## config.mk

```make
export PLATFORM = sky130hd
export DESIGN_NAME = consume_watch
export DESIGN_NICKNAME = d
export VERILOG_FILES = /design/src/rtl/cw_pkg.sv /design/src/rtl/cw_rst_sync.sv /design/src/rtl/cw_take_merge.sv /design/src/rtl/cw_token.sv /design/src/rtl/cw_loss_flag.sv /design/src/rtl/consume_watch.sv
export SDC_FILE = /design/constraint.sdc
export NUM_CORES = 1
export LEC_CHECK = 0
export BUFFER_PORTS_ARGS = -buffer_cell sky130_fd_sc_hd__buf_2
export CAP_MARGIN = 20
export CELL_PAD_IN_SITES_DETAIL_PLACEMENT = 1
export CELL_PAD_IN_SITES_GLOBAL_PLACEMENT = 2
export CORE_AREA = 8 8 45 47
export CTS_CLUSTER_SIZE = 28
export DETAILED_ROUTE_END_ITERATION = 12
export DIE_AREA = 0 0 53 55
export PLACE_DENSITY = 0.45
export SYNTH_ARGS = -nofsm -noshare
export SYNTH_HDL_FRONTEND = slang
export SYNTH_SLANG_ARGS = --single-unit
```

## constraint.sdc

```tcl
create_clock -name clk -period 0.8 [get_ports clk]
set_input_delay 0.12 -clock clk [delete_from_list [all_inputs] [get_ports clk]]
set_output_delay 0.12 -clock clk [all_outputs]
set_load 0.01 [all_outputs]
```

## src/rtl/cw_pkg.sv

```systemverilog
`timescale 1ns/1ps
package cw_pkg;
  typedef struct packed {
    logic pulse;
    logic sticky;
  } loss_t;

  localparam int unsigned SYNC_STAGES = 2;
endpackage

```

## src/rtl/cw_rst_sync.sv

```systemverilog
`timescale 1ns/1ps
module cw_rst_sync #(
  parameter int unsigned STAGES = 2
) (
  input  logic clk,
  input  logic rst_n,
  output logic rst_n_sync
);
  logic [STAGES-1:0] chain_q;
  logic [STAGES-1:0] chain_d;

  always_comb begin
    chain_d = {chain_q[STAGES-2:0], 1'b1};
  end

  always_ff @(posedge clk or negedge rst_n) begin
    if (!rst_n) chain_q <= '0;
    else        chain_q <= chain_d;
  end

  assign rst_n_sync = chain_q[STAGES-1];
endmodule

```

## src/rtl/cw_take_merge.sv

```systemverilog
`timescale 1ns/1ps
module cw_take_merge #(
  parameter int unsigned N_DEST = 4
) (
  input  logic [N_DEST-1:0] take,
  output logic              any_take
);
  logic [N_DEST:0] or_chain;

  assign or_chain[0] = 1'b0;
  for (genvar gi = 0; gi < N_DEST; gi++) begin : g_or
    assign or_chain[gi+1] = or_chain[gi] | take[gi];
  end

  assign any_take = or_chain[N_DEST];
endmodule

```

## src/rtl/cw_token.sv

```systemverilog
`timescale 1ns/1ps
module cw_token (
  input  logic clk,
  input  logic rst_n,
  input  logic load,
  input  logic any_take,
  output logic pend,
  output logic overwrite
);
  logic pend_q, pend_d, pend_en;

  always_comb begin
    pend_en   = load | any_take;
    pend_d    = load;
    overwrite = load & pend_q & ~any_take;
  end

  always_ff @(posedge clk or negedge rst_n) begin
    if (!rst_n)       pend_q <= 1'b0;
    else if (pend_en) pend_q <= pend_d;
  end

  assign pend = pend_q;

  AST_LOAD_ARMS: assert property (@(posedge clk) disable iff (!rst_n)
    load |=> pend_q);
  AST_TAKE_RETIRES: assert property (@(posedge clk) disable iff (!rst_n)
    (!load && any_take) |=> !pend_q);
  AST_IDLE_STAYS: assert property (@(posedge clk) disable iff (!rst_n)
    (!load && !pend_q) |=> !pend_q);
endmodule

```

## src/rtl/cw_loss_flag.sv

```systemverilog
`timescale 1ns/1ps
module cw_loss_flag
  import cw_pkg::*;
(
  input  logic  clk,
  input  logic  rst_n,
  input  logic  overwrite,
  output loss_t loss
);
  loss_t loss_q, loss_d;

  always_comb begin
    loss_d.pulse  = overwrite;
    loss_d.sticky = loss_q.sticky | overwrite;
  end

  always_ff @(posedge clk or negedge rst_n) begin
    if (!rst_n) loss_q <= '0;
    else        loss_q <= loss_d;
  end

  assign loss = loss_q;

  AST_STICKY_HOLDS: assert property (@(posedge clk) disable iff (!rst_n)
    loss_q.sticky |=> loss_q.sticky);
  AST_PULSE_SETS_STICKY: assert property (@(posedge clk) disable iff (!rst_n)
    loss_q.pulse |-> loss_q.sticky);
  AST_PULSE_SINGLE: assert property (@(posedge clk) disable iff (!rst_n)
    (loss_q.pulse && !overwrite) |=> !loss_q.pulse);
endmodule

```

## src/rtl/consume_watch.sv

```systemverilog
`timescale 1ns/1ps
module consume_watch
  import cw_pkg::*;
#(
  parameter int unsigned N_DEST = 4
) (
  input  logic              clk,
  input  logic              rst_n,
  input  logic              src_load,
  input  logic [N_DEST-1:0] dst_take,
  output logic              lost_pulse,
  output logic              lost_sticky,
  output logic              pending
);
  logic  rst_n_int;
  logic  any_take;
  logic  pend;
  logic  overwrite;
  loss_t loss;

  cw_rst_sync #(.STAGES(SYNC_STAGES)) u_rst (
    .clk        (clk),
    .rst_n      (rst_n),
    .rst_n_sync (rst_n_int)
  );

  cw_take_merge #(.N_DEST(N_DEST)) u_merge (
    .take     (dst_take),
    .any_take (any_take)
  );

  cw_token u_token (
    .clk       (clk),
    .rst_n     (rst_n_int),
    .load      (src_load),
    .any_take  (any_take),
    .pend      (pend),
    .overwrite (overwrite)
  );

  cw_loss_flag u_flag (
    .clk       (clk),
    .rst_n     (rst_n_int),
    .overwrite (overwrite),
    .loss      (loss)
  );

  assign lost_pulse  = loss.pulse;
  assign lost_sticky = loss.sticky;
  assign pending     = pend;

  AST_LOSS_REPORTED: assert property (@(posedge clk) disable iff (!rst_n_int)
    (src_load && pending && dst_take == '0) |=> lost_pulse);
  AST_TAKE_SAVES: assert property (@(posedge clk) disable iff (!rst_n_int)
    (src_load && dst_take != '0) |=> (!lost_pulse && pending));
  AST_NO_LOSS_FROM_IDLE: assert property (@(posedge clk) disable iff (!rst_n_int)
    (!pending) |=> !lost_pulse);
endmodule

```

## Yosys cells after proc, flatten, opt, wreduce, memory -nomap -nowiden

Cells that the tools add are included.

- Bitwise logic cells: 8

Operators by type and width:

| kind | number |
|---|---|
| 1-bit bitwise OR | 5 |
| 1-bit bitwise AND | 2 |
| 1-bit inverter | 1 |

- Word-level logic and storage cells: 12
- Bits of input ports: 7
- Output and inout port bits: 3
- Bits in registers: 5

## Depth between registers and ports, before layout

Gate-level depths: netlist of the first run.

- Depth after elaboration: 6
- Mapped depth: 2

## Cells and area by module

From an unflattened synthesis of the first run, not the netlist that was laid out.

- Cell total of the unflattened synthesis: 11
- Area, all modules: 160.2 µm²

By module, submodules not included:

| module | instances | cells an instance | area each (µm²) |
|---|---|---|---|
| cw_loss_flag | 1 | 3 | 56.3 |
| cw_rst_sync | 1 | 3 | 53.8 |
| cw_token | 1 | 4 | 42.5 |
| cw_take_merge | 1 | 1 | 7.5 |

## Worst setup path before layout of the first run

OpenSTA, ideal clock, no wires.

- Path type: flip-flop to flip-flop
- Start point: register u_token.pend_q (netlist: u_token.pend)
- End point: register u_flag.loss_q (netlist bit u_flag.loss[0])
- Stages on the path, launching flop included: 2
- Path slack: 39 ps
- Required time: 680 ps
- Setup time: 120 ps
- Data arrival time: 641 ps
- Cells stage by stage: dfrtp_1 -> a31o_2

RTL lines:

| item | line | text |
|---|---|---|
| start: declaration | cw_token.sv:10 | `logic pend_q, pend_d, pend_en;` |
| start signal: assignment | cw_token.sv:20 | `else if (pend_en) pend_q <= pend_d;` |
| end signal: assignment | cw_loss_flag.sv:19 | `else loss_q <= loss_d;` |
| end: declaration | cw_loss_flag.sv:10 | `loss_t loss_q, loss_d;` |

## Worst setup path after layout of the first run

- Start point: register u_token.pend_q (netlist: u_token.pend)
- End point: output pending

RTL lines:

| item | line | text |
|---|---|---|
| end: declaration | consume_watch.sv:13 | `output logic pending` |

No word-level cell between the ends.

==> results of run 1 <==
## path summary, 6_finish.rpt
path                                  start          endpoint  slack [ns]  cells past startpoint
max                            u_token.pend           pending       -0.07                      1
min                        u_rst.chain_q[1]      u_token.pend        0.04                      0
max reg2reg                    u_token.pend    u_flag.loss[0]       -0.04                      2
min reg2reg                u_rst.chain_q[1]      u_token.pend        0.04                      0
max in group asynchronous             rst_n  u_rst.chain_q[1]        0.52                      2
min in group clk                   src_load      u_token.pend        0.11                      2
## logic make-up (layout without fill, tap and decap cells)
logic type	after synthesis	in the layout	share of synthesized area (%)
flip-flops	5	5	71.9
AND/OR/NAND/NOR	3	3	13.7
AO/OA/AOI/OAI	2	2	10.1
other	1	1	2.16
buffers and inverters	1	17	2.16
## state kept, by name, indices dropped and copies added (netlist names)
register       flops
u_rst.chain_q      2
u_flag.loss        2
u_token.pend       1
## metal layers
metal  vias up  routed length [um]  global-route usage (%)
met4         0                   7                    3.88
li1         74                   -                       -
met3         2                 102                    5.35
met2        10                 146                    4.49
met5         -                   0                       0
met1        67                 178                    2.75
## cells in the mapped netlist
cell     n  share of area, %
nor3_1   1               2.9
dfrtp_1  5                72
inv_1    1               2.2
and3_1   1               3.6
a31o_2   2                10
nor4_2   1               7.2
conb_1   1               2.2
## area by class of cell
type | count | area (um2)
fillers | 159 | 1090
multi-input cells | 6 | 45.0
well taps | 16 | 20.0
clock buffers | 4 | 26.3
repair buffers | 12 | 70.1
inverters | 1 | 3.75
flip-flops and latches | 5 | 125
## what timing repair did
item | in CTS | in global routing
endpoints found under the hold margin | 2 | 0
setup buffers | 1 | 1
endpoints found under the setup margin | 3 | 5
pin swaps | 0 | 0
hold buffers | 1 | 0
## per-stage QoR
stage / total power, W / worst slack (ns) / TNS (ns) / utilization, % / cells
4_1_cts: 0.000658 / -0.0772 / -0.250 / 20.4 / 43
3_3_place_gp: 0.000356 / 0.0191 / 0 / 17.3 / 37
2_1_floorplan: 0.000314 / 0.0393 / 0 / - / 12
5_1_grt: 0.000711 / -0.110 / -0.400 / 21.0 / 44
3_5_place_dp: 0.000356 / 0.00969 / 0 / 17.3 / 37
6_report: 0.000656 / -0.0693 / -0.231 / 21.0 / 44
## where the power goes
part           leakage, nW  switching (W)  internal (W)
logic               0.0730      0.0000367     0.0000544
clock network       0.0150      0.0000926      0.000188
registers           0.0602      0.0000101      0.000274
total                0.148       0.000139      0.000516
==> summary by stage, run 1 <==
Clock network
The buffer depth of the longest clock path is 2. The number of clock sinks is 5. TritonCTS built the clock tree. The clock network latency to the later pin of the worst-skew pair is roughly 0.24 ns.

Buffers inserted during clock tree synthesis total 3. Clock-pin slew was measured on the worst setup and hold paths at roughly 0.04 ns. The clock tree root driver cell is clkbuf_4. The total of cells resized after clock tree synthesis is 0.

The number of H-tree levels is 1.

Synthesis
After synthesis the netlist holds a flip-flop and latch count of 5. The average instance in the mapped netlist occupies approximately 14 um2. Synthesis produced 12 cells. The cell area that synthesis handed to floorplanning was between 150 and 200 um2.

When the netlist entered floorplanning its net count stood at 19. The count of yosys warnings during synthesis is 0. The proportion of synthesized chip area in sequential cells is 71.9%. The number of distinct library cells after synthesis is 7.

Worst setup path
The worst setup path is launched from a flop. For the worst setup path, the data arrival time is approximately 0.75 ns. STA classifies the critical path endpoint as a primary output.

Among cell families on the critical path, the largest total delay comes from flip-flops. The critical path start-end classification is flop to primary output. Walking the worst path, the cells encountered are buf_2.

At the worst endpoint, the required time is ~0.7 ns. Along the worst path, the maximum fanout reaches 2. The sum of buffers and inverters on the critical path is 1. The slowest stage cell on the critical path is dfrtp_1. The largest single stage delay on the critical path is 0.37 ns.

Floorplanning
The number of top-level pins is 10. From bottom edge to top edge, the die measures about 55 um. The die covers 2920 um2. The number of rows in the core area is 14.

The standard cell core area is 1380 um2. Measured along the x axis, the die boundary spans ~53 um. The effective utilization at floorplan is about an eighth.

Detailed routing
In the final routed layout, each cell accounts on average for between 9 and 10 um. The post-detailed-route DRC marker count is 0. The first detailed-routing pass ran for 2 iterations. The routed layout has 153 vias. The mean number of vias per cell is 3.48. The final layout contains routed wiring with a total length of approximately 430 um.

The first routing iteration left 4 violations. The number of routed nets with antenna violations is 0.

Placement
After detailed placement, the total cell area comes to roughly 240 um2. The count of port buffers added during placement is 9. The placed wire-length estimate after detailed placement is approximately 360 um. The global placement routability congestion is between 0.7 and 0.8.

Final layout
The final-stage net count is 36. The number of diodes is 0. The final cell area excluding filler cells is between 200 and 300 um2.

The area growth from synthesis to layout is 66.9%. Leaving out fill and tap cells, the most frequent cell in the layout is buf_2. Leaving out fill and tap cells, the most frequent cells in the layout are buf_2 (9), dfrtp_1 (5), clkbuf_4 (3). The share of cells above drive strength 1 is approximately 61%.

Pwr
Summed over all cells, the static leakage comes to 0.148 nW. The power per cell area is around 2300 nW/um2. The worst IR drop on VDD is ~0.0010 V.

Global routing
The initial antenna violation count is 0. Global routing consumed, over all layers together, 3.83% of the routing resources. The number of global-route vias before repair is roughly 180. The pin count of the biggest net entering global routing is 4.

The first global-routing pass estimated between 600 and 700 um of wire. The total congestion overflow is 0.

Timing
The number of pins with negative max-slew slack in the final report is 0. The highest clock rate is approximately 1.2 GHz. The worst hold slack after final layout is roughly 0.04 ns. The ratio of final minimum period to clock period is 109%. In the post-route analysis, the smallest setup slack over all paths is -0.0693 ns. Setup violations remaining at the end of the flow were counted as 5. The number of hold violations in the final report is 0. For the finished layout, the period the worst path requires is about 0.87 ns. Setup repair after global routing could not meet its margin everywhere.

The clock skew after layout is between 0.003 and 0.004 ns.

Status
The final reports fail on negative setup slack. The flow ran to the end, but the final reports show violations.

Run
The max-cap check violation count is 0.

Hold path
The path class of the tightest hold or removal check is flop to asynchronous set/reset pin.
Note: power is estimated with default switching activity, not from simulation.
==> run 2: changes to the inputs <==
clock period = 0.9 ns   (was 0.8 ns; I/O delays follow)
==> summary by stage, run 2 (synthesis gave the netlist of run 1 again) <==
Worst setup path
The startpoint type of the worst setup path is a flop. In this run the number of cells on the critical path is 1. The worst setup path is captured at a primary output.

Of all nets on the critical path, the largest fanout is 2. Data on the critical path is required at its endpoint by 0.76 ns. In this design, the stage delay of the slowest critical-path cell is 0.37 ns. Among cell families on the critical path, the largest total delay comes from flip-flops. The worst register-to-register path has a depth of 2. The data arrival at the endpoint of the critical path is 0.75 ns. The critical path start-end classification is flop to primary output. The sum of buffers and inverters on the critical path is 1.

Among all stages on the critical path, the largest delay is contributed by dfrtp_1. Traced cell by cell, the critical path runs through buf_2.

Run
Across the run, the number of max-cap violations was 0.

Detailed routing
In the routed design, unresolved DRC markers number 0. Summed over all layers, the routed wires come to between 400 and 500 um. After the first detailed-routing iteration, the DRC count stood at 1. The first-pass iteration count of the detailed router is 2. The total via count after detailed routing is about 160. The mean number of vias per cell is 3.66. Dividing the detail-routed wire length by the instance count gives around 10 um. Once detail routing completed, the nets flagged for antenna violations numbered 0.

Final layout
The area growth from synthesis to layout is 66.9%. Leaving out fill and tap cells, the most frequent cell in the layout is buf_2. 0 antenna diodes ended up in the layout.

After the flow finishes, the layout carries non-filler instances totaling 44. In the layout the commonest cells are buf_2 (9), dfrtp_1 (5), clkbuf_4 (3). The share of cells above drive strength 1 is 60.7%. For this run, the post-layout net count is 36.

Pwr
The worst IR drop on VDD is 0.000864 V. The overall power consumption is between 0.0005 and 0.0006 W. The power per cell area is 2010 nW/um2. The analysis attributes to cell leakage a power of approximately 0.15 nW.

Hold path
The classification of the worst-slack hold path is flop to asynchronous set/reset pin.

Floorplanning
In this run the horizontal extent of the chip is roughly 53 um. The effective utilization at floorplan is ~13%. The vertical die dimension is ~55 um. The floorplan step defined a die boundary enclosing ~3000 um2. The total area inside the core boundary comes to 1380 um2. The number of rows in the core area is 14.

For this design the top-level I/O count stands at 10.

Timing
The final setup slack of the worst path is 0.0174 ns. Setup violations remaining at the end of the flow were counted as 0. Of the available clock period, the critical path in the final layout requires around 98%. Setup repair after global routing could not meet its margin everywhere. The number of hold violations in the final report is 0. The clock skew after layout is ~0.0031 ns. The number of pins with negative max-slew slack in the final report is 0. Timing would allow up to ~1.1 GHz. Counting I/O delays and the setup requirement, the final critical path takes 0.883 ns.

Status
The flow ran to the end, and the final reports show no timing, DRC or antenna violations.

Clock network
The clock network latency to the later pin of the worst-skew pair is about 0.24 ns. The number of clock sinks is 5. The clock passes through at most 2 buffers. CTS built an H-tree with a depth of 1. The number of buffers inserted during clock tree synthesis is 3. The root buffer cell chosen for the clock tree is clkbuf_4.

The CTS tree is built. The clock-pin transition on the worst setup and hold timing paths is about 0.040 ns.

Placement
The count of port buffers added during placement is 9. The worst slack after detailed placement is about 0.08 ns. The HPWL after detailed placement is 350 um.

At the end of routability-driven placement, the weighted congestion stood at around 0.66. The total instance count after detailed placement is 37.

Global routing
The total congestion overflow is 0. The initial antenna violation count is 0. The pin count of the biggest net entering global routing is 4. In the global route stage, overall resource usage came out at under 10%.

The number of global-route vias before repair is 180. The first global-routing pass estimated slightly below 800 um of wire.
run 2: cell counts in the layout (fill, tap and decap cells not counted):
Identical to the previous run, type by type.
run 2: final timing paths:
check                                      start                to  slack, ns
worst max-delay path              u_flag.loss[0]       lost_sticky       0.02
worst max register to register      u_token.pend    u_flag.loss[0]       0.07
worst min register to register  u_rst.chain_q[1]    u_flag.loss[0]       0.04
min in group clk                        src_load      u_token.pend       0.12
max in group asynchronous                  rst_n  u_rst.chain_q[1]       0.60
worst min-delay path            u_rst.chain_q[1]    u_flag.loss[0]       0.04
run 2: final cells by class:
type	count	area, um2
sequential	5	125
tap	16	20.0
timing repair buffer	12	70.1
multi-input combinational	6	45.0
clock buffer	4	26.3
fill	172	1090
inverter	1	3.75
run 2: stage by stage:
stage	setup TNS (ns)	cell area (um2)	hold WS, ns	util [%]
after detailed placement	0	239	-0.0752	17.3
after global placement	0	239	-0.0792	17.3
after global routing	-0.0498	290	0.0506	21.0
final	0	290	0.0366	21.0
after CTS	-0.000518	283	0.0389	20.4
after floorplan	0	174	-0.161	-
run 2: per-layer routing:
layer / vias up / part of all wire, % / wire length [um] / track usage [%]
li1: 73 / - / - / -
met1: 75 / 36 / 155 / 3.22
met2: 13 / 35 / 151 / 4.69
met3: 0 / 29 / 128 / 5.88
met4: 0 / 0 / 0 / 2.59
met5: - / 0 / 0 / 0
run 2: power by group:
part,leakage [nW],internal (W),switching (W),total [W]
Combinational,0.0730,0.0000482,0.0000317,0.0000799
Sequential,0.0602,0.000244,0.00000887,0.000252
Clock,0.0150,0.000167,0.0000852,0.000252
Total,0.148,0.000459,0.000126,0.000585
run 2: repair_timing:
| action | CTS | global route |
|---|---|---|
| hold endpoints to repair | 2 | 0 |
| endpoints found under the setup margin | 1 | 2 |
| cloned | 0 | 0 |
| setup buffers | 1 | 1 |
| gates resized for setup | 0 | 0 |
| hold buffers | 1 | 0 |
